===== config.mk =====
export PLATFORM = sky130hd
export DESIGN_NAME = mixbist_seq
export DESIGN_NICKNAME = d
export VERILOG_FILES = /design/src/rtl/mixbist_pkg.sv /design/src/rtl/prpg_lfsr.sv /design/src/rtl/step_counter.sv /design/src/rtl/mixbist_seq.sv
export SDC_FILE = /design/constraint.sdc
export NUM_CORES = 1
export LEC_CHECK = 0
export CAP_MARGIN = 20
export CORE_MARGIN = 2
export CORE_UTILIZATION = 59
export DETAILED_ROUTE_END_ITERATION = 7
export HOLD_SLACK_MARGIN = 0.06
export PLACE_DENSITY = 0.84
export SETUP_SLACK_MARGIN = 0.4
export SYNTH_ARGS = -nofsm -noshare
export SYNTH_HDL_FRONTEND = slang
export SYNTH_SLANG_ARGS = --single-unit

===== constraint.sdc =====
create_clock -name clk -period 3.9 [get_ports clk]
set_input_delay 0.585 -clock clk [delete_from_list [all_inputs] [get_ports clk]]
set_output_delay 0.585 -clock clk [all_outputs]
set_load 0.03 [all_outputs]

===== src/rtl/mixbist_pkg.sv =====
// Shared types for the mixed-mode scan test sequencer.
// Assumes an 18-bit schedule entry: kind in [17:16], count in [15:0].
package mixbist_pkg;
    localparam int SEED_BITS   = 32;
    localparam int ENTRY_W     = 18;
    localparam int COUNT_FLD_W = 16;

    typedef enum logic [1:0] {
        ENT_RAND = 2'b00,
        ENT_SEED = 2'b01,
        ENT_PART = 2'b10,
        ENT_STOP = 2'b11
    } ent_kind_t;

    typedef enum logic [2:0] {
        ST_FETCH,
        ST_SEED,
        ST_SHIFT,
        ST_CAPT,
        ST_PART,
        ST_UNLOAD,
        ST_DONE
    } seq_state_t;

    typedef enum logic [1:0] {
        PG_HOLD,
        PG_STEP,
        PG_LOAD
    } pg_op_t;
endpackage


===== src/rtl/prpg_lfsr.sv =====
// Fibonacci pattern generator. The serial output is the top bit.
// STEP shifts toward the top bit with the XOR of the tapped bits entering bit 0.
// LOAD shifts in an external bit instead of the feedback.
// Assumes TAP_MASK includes bit WIDTH-1 so that the sequence is maximal.
module prpg_lfsr
    import mixbist_pkg::*;
#(
    parameter int               WIDTH      = 32,
    parameter logic [WIDTH-1:0] TAP_MASK   = 32'h8020_0003,
    parameter logic [WIDTH-1:0] RESET_SEED = 32'h1D87_2B41
) (
    input  logic             clk,
    input  logic             rst_n,
    input  pg_op_t           op,
    input  logic             load_bit,
    output logic [WIDTH-1:0] state,
    output logic             ser_out
);
    logic             fb;
    logic [WIDTH-1:0] state_q;

    // Feedback bit from the tapped positions.
    always_comb fb = ^(state_q & TAP_MASK);

    // State register: hold, advance or seed-shift.
    always_ff @(posedge clk) begin
        if (!rst_n) begin
            state_q <= RESET_SEED;
        end else begin
            unique case (op)
                PG_STEP: state_q <= {state_q[WIDTH-2:0], fb};
                PG_LOAD: state_q <= {state_q[WIDTH-2:0], load_bit};
                default: state_q <= state_q;
            endcase
        end
    end

    assign state   = state_q;
    assign ser_out = state_q[WIDTH-1];
endmodule


===== src/rtl/step_counter.sv =====
// Down counter for shift, seed and burst lengths.
// A load takes priority over a decrement. last is high when one step remains.
// Assumes it is never decremented at zero.
module step_counter #(
    parameter int CW = 16
) (
    input  logic          clk,
    input  logic          rst_n,
    input  logic          load,
    input  logic [CW-1:0] load_val,
    input  logic          dec,
    output logic          last
);
    logic [CW-1:0] cnt_q;

    // Count register.
    always_ff @(posedge clk) begin
        if (!rst_n)    cnt_q <= '0;
        else if (load) cnt_q <= load_val;
        else if (dec)  cnt_q <= cnt_q - CW'(1);
    end

    // Flag the final step.
    always_comb last = (cnt_q == CW'(1));
endmodule


===== src/rtl/mixbist_seq.sv =====
// Mixed-mode scan test sequencer. It reads schedule entries in address order and runs:
// pseudorandom patterns, reseeded patterns, generator-only bursts, and end of test.
// Assumes the schedule table answers combinationally and that CHAIN_LEN is at least 1.
// The response stream is only passed through.
module mixbist_seq
    import mixbist_pkg::*;
#(
    parameter int          CHAIN_LEN  = 32,
    parameter int          SCHED_AW   = 4,
    parameter logic [31:0] TAP_MASK   = 32'h8020_0003,
    parameter logic [31:0] RESET_SEED = 32'h1D87_2B41
) (
    input  logic                clk,
    input  logic                rst_n,
    output logic [SCHED_AW-1:0] sched_addr,
    input  logic [17:0]         sched_entry,
    input  logic                seed_valid,
    input  logic                seed_bit,
    output logic                seed_ready,
    output logic                scan_en,
    output logic                chain_clk_en,
    output logic                scan_data,
    output logic                capture,
    input  logic                chain_out,
    output logic                resp_out,
    output logic                done
);
    localparam int LEN_W = $clog2(CHAIN_LEN + 1);
    localparam int CW    = (LEN_W > COUNT_FLD_W) ? LEN_W : COUNT_FLD_W;

    seq_state_t          state_q, state_d;
    logic [SCHED_AW-1:0] ptr_q;
    logic                ptr_inc;
    logic                pend_q;
    pg_op_t              pg_op;
    logic [31:0]         pg_state;
    logic                pg_out;
    logic                cnt_load, cnt_dec, cnt_last;
    logic [CW-1:0]       cnt_val;
    ent_kind_t           ent_kind;
    logic [COUNT_FLD_W-1:0] ent_count;

    // Split the schedule entry into its fields.
    always_comb begin
        ent_kind  = ent_kind_t'(sched_entry[17:16]);
        ent_count = sched_entry[COUNT_FLD_W-1:0];
    end

    prpg_lfsr #(
        .WIDTH      (SEED_BITS),
        .TAP_MASK   (TAP_MASK),
        .RESET_SEED (RESET_SEED)
    ) u_prpg (
        .clk      (clk),
        .rst_n    (rst_n),
        .op       (pg_op),
        .load_bit (seed_bit),
        .state    (pg_state),
        .ser_out  (pg_out)
    );

    step_counter #(.CW(CW)) u_cnt (
        .clk      (clk),
        .rst_n    (rst_n),
        .load     (cnt_load),
        .load_val (cnt_val),
        .dec      (cnt_dec),
        .last     (cnt_last)
    );

    // Next-state, generator and counter control.
    always_comb begin
        state_d  = state_q;
        pg_op    = PG_HOLD;
        cnt_load = 1'b0;
        cnt_val  = '0;
        cnt_dec  = 1'b0;
        ptr_inc  = 1'b0;
        unique case (state_q)
            ST_FETCH: begin
                unique case (ent_kind)
                    ENT_RAND: begin
                        state_d  = ST_SHIFT;
                        cnt_load = 1'b1;
                        cnt_val  = CW'(CHAIN_LEN);
                        ptr_inc  = 1'b1;
                    end
                    ENT_SEED: begin
                        state_d  = ST_SEED;
                        cnt_load = 1'b1;
                        cnt_val  = CW'(SEED_BITS);
                        ptr_inc  = 1'b1;
                    end
                    ENT_PART: begin
                        ptr_inc = 1'b1;
                        if (ent_count != '0) begin
                            state_d  = ST_PART;
                            cnt_load = 1'b1;
                            cnt_val  = CW'(ent_count);
                        end
                    end
                    default: begin
                        if (pend_q) begin
                            state_d  = ST_UNLOAD;
                            cnt_load = 1'b1;
                            cnt_val  = CW'(CHAIN_LEN);
                        end else begin
                            state_d = ST_DONE;
                        end
                    end
                endcase
            end
            ST_SEED: begin
                if (seed_valid) begin
                    pg_op   = PG_LOAD;
                    cnt_dec = 1'b1;
                    if (cnt_last) begin
                        state_d  = ST_SHIFT;
                        cnt_load = 1'b1;
                        cnt_val  = CW'(CHAIN_LEN);
                    end
                end
            end
            ST_SHIFT: begin
                pg_op   = PG_STEP;
                cnt_dec = 1'b1;
                if (cnt_last) state_d = ST_CAPT;
            end
            ST_CAPT: state_d = ST_FETCH;
            ST_PART: begin
                pg_op   = PG_STEP;
                cnt_dec = 1'b1;
                if (cnt_last) state_d = ST_FETCH;
            end
            ST_UNLOAD: begin
                cnt_dec = 1'b1;
                if (cnt_last) state_d = ST_DONE;
            end
            default: state_d = ST_DONE;
        endcase
    end

    // Sequencer state, schedule pointer and pattern-pending flag.
    always_ff @(posedge clk) begin
        if (!rst_n) begin
            state_q <= ST_FETCH;
            ptr_q   <= '0;
            pend_q  <= 1'b0;
        end else begin
            state_q <= state_d;
            if (ptr_inc)            ptr_q  <= ptr_q + SCHED_AW'(1);
            if (state_q == ST_CAPT) pend_q <= 1'b1;
        end
    end

    // Port decode from the sequencer state.
    always_comb begin
        seed_ready   = (state_q == ST_SEED);
        scan_en      = (state_q == ST_SHIFT) || (state_q == ST_UNLOAD);
        chain_clk_en = scan_en || (state_q == ST_CAPT);
        capture      = (state_q == ST_CAPT);
        done         = (state_q == ST_DONE);
        scan_data    = pg_out;
        resp_out     = chain_out;
        sched_addr   = ptr_q;
    end
endmodule


==> metrics.cfg <==
[run_status]
outcome=complete, no violations

[cts]
insertion_delay_ns=0.32
cts_buffers=5
cts_hold_buf=0
clkTransAtPathRegs_ns=0.11
post_cts_resized=0
cts_tree=built
clock_sinks=56
cts_max_level=2
cts-root-buf=clkbuf_8
postCtsSetupRepairBufs=0
clock_path_buffers=2

[sta]
maxSlewHeadroom=0.369
skew_ns=0.00697
drv_slew=0
finalCritPeriodShare=0.697
setup_tns_ns=0
hold_slack_ns=0.484
hold_viol_final=0
setup_slack_ns=1.18
rsz0062_at_grt=no
tightest_slew_ns=0.946
period_minus_slack_ns=2.72
fmaxAchievable_mhz=368
setup_viol=0

[global_route]
grt_usage=0.252
grt_pass1_vias=2265
antenna_found_initial=0
grt_pass1_wl_mm=10.5
grt_max_degree=34
grt-ovfl-total=0

[route]
met3_length_um=492
drt-met1-wl_mm=2.78
wl_per_cell_um=15.6
drt-initial-drc-count=333
top_layer=met4
met2WireLength_mm=2.77
ant_nets=0
drtPass1Iterations=6
vias_per_cell=6.27
num_vias=2476
totalWireLength_mm=6.17
post-route-drc-count=0

[synth]
netlist_area_um2=2740
ys.flop_type=dfxtp_1
yosysSeqAreaShare=0.409
muxShareOfSynthArea=0.117
synth-simple-area-share=0.238
synthArstFlopShare=0
synth_top_family_by_area=simple AND/OR/NAND/NOR gates
synth_warnings=0
postSynthCellCount=319
synth_fa_ha_area_frac=0.0183
synth_compound_area_frac=0.153
ys_seq_elements=56
synth_edf_count=0
synth_cell_types=50
avgSynthCellArea_um2=8.59
synth-xor-area-share=0.0288
synth_fp_nets=346

[cells_and_area]
layout_common_cells=56 x dfxtp_1, 39 x nor2_1, 34 x nand2_1
final_layout_size_suffix_gt1_frac=0.0466
n_antenna_cell=0
area_delta_synth_final_pct=15.2
final_nets=369
fillers=339
multi_input_area_um2=1520
final_common_cell=dfxtp_1
regArea_um2=1120

[setup_path]
critical_path_class=in -> reg
path_buf_inv=2
crit_chain=clkdlybuf4s50_1, nor4_1, nand4_1, o21ai_1, buf_4, a32oi_1, nor3_1
worstPathArrival_ns=2.96
crit_slowest_cell=o21ai_1
crit_required_ns=4.14
startpoint_type=primary input
cpPeakStageDelay_ns=0.61
path_delay_family=simple AND/OR/NAND/NOR gates
cp_max_fo=9
cp-end-kind=register

[min_path]
hp-class=reg -> reg

[die]
rows=24
io-pin-count=34
start_util=0.621
fp.coreArea_um2=4410
die_h_um=72.2
dieArea_um2=5210
die_w_um=72.2

[power]
power.leakage_nw=1.26
power_mw=1.79
peakVddDrop_v=0.000430
power.density_nw_per_um2=566

[flow_run]
cap_violations=0

[placement]
port_buffers=31
place_ws_ns=0.979
gp_congestion=1.03
dp_hpwl_mm=4.30

## power breakdown
part	switching, mW	leakage, nW	internal, mW
Combinational	0.374	0.756	0.309
Clock	0.203	0.0463	0.132
Sequential	0.0985	0.460	0.672
## layout make-up
| type | count | area share |
|---|---|---|
| Clock inverter | 3 | 0.00871 |
| Inverter | 4 | 0.00475 |
| Sequential cell | 56 | 0.355 |
| Multi-Input combinational cell | 240 | 0.482 |
| Timing Repair Buffer | 35 | 0.108 |
| Clock buffer | 5 | 0.0218 |
| Tap cell | 52 | 0.0206 |
## flip-flops by register name (all words and copies together), names as in the netlist
signal	flops
u_prpg.state	32
u_cnt.cnt_q	16
pend_q	1
sched_addr	4
state_q	3
## per-stage QoR
stage	cells	area [um2]	util
floorplan	319	2740	-
global placement	387	3060	0.694
detailed placement	387	3060	0.694
CTS	395	3160	0.716
global route	395	3160	0.716
finish	395	3160	0.716
## final timing paths
check / startpoint / endpoint / slack, ns / cells past startpoint
setup / recovery: sched_entry[8] / u_cnt.cnt_q[10]$_SDFFE_PN0P_ / 1.18 / 7
hold / removal: u_prpg.state[16]$_SDFFE_PN1P_ / u_prpg.state[17]$_SDFFE_PN1P_ / 0.48 / 2
setup reg to reg: u_cnt.cnt_q[4]$_SDFFE_PN0P_ / u_cnt.cnt_q[1]$_SDFFE_PN0P_ / 1.52 / 5
hold reg to reg: u_prpg.state[16]$_SDFFE_PN1P_ / u_prpg.state[17]$_SDFFE_PN1P_ / 0.48 / 2
## Yosys cell counts, drive strengths merged (2+ instances only)
| cell type | count | area, um2 |
|---|---|---|
| a21o | 2 | 15.0 |
| nor3b | 3 | 22.5 |
| o21ai | 10 | 50.0 |
| o31a | 3 | 27.5 |
| nand2 | 34 | 128 |
| clkbuf | 10 | 37.5 |
| nand3 | 4 | 20.0 |
| xor2 | 3 | 26.3 |
| mux2i | 32 | 320 |
| xnor2 | 6 | 52.6 |
| a32oi | 4 | 35.0 |
| o211ai | 7 | 52.6 |
| nor4 | 8 | 50.1 |
| a21oi | 19 | 95.1 |
| o2111ai | 4 | 35.0 |
| or3 | 4 | 30.0 |
| a22o | 2 | 17.5 |
| or4 | 3 | 26.3 |
| a31oi | 4 | 25.0 |
| ha | 4 | 50.1 |
| or2 | 2 | 12.5 |
| inv | 3 | 11.3 |
| dfxtp | 56 | 1120 |
| nand2b | 4 | 25.0 |
| nor2b | 3 | 18.8 |
| o31ai | 2 | 15.0 |
| nand4 | 10 | 62.6 |
| nor2 | 39 | 146 |
| nor3 | 10 | 50.1 |
| buf | 9 | 46.3 |
| and2 | 3 | 18.8 |
## worst reg2reg max path, cell delays in order (launching register included)
cell and delay (ns):
dfxtp_1 0.37, nor3_1 0.51, and4_1 0.35, nand3_1 0.52, a32oi_1 0.44, nor2_1 0.08
## layer usage
metal / vias up / global-route usage
met3: 15 / 0.0514
met4: 0 / 0.101
met5: - / 0
met2: 106 / 0.373
met1: 1150 / 0.361
li1: 1205 / -
## cells by family after synthesis
group	Yosys count
multiplexers	32
XOR/XNOR	9
AND/OR/NAND/NOR	132
AO/OA/AOI/OAI	63
adder cells (fa/ha/maj)	4
buffers and inverters	23
flip-flops	56
Power figures use the tool's default switching activity.
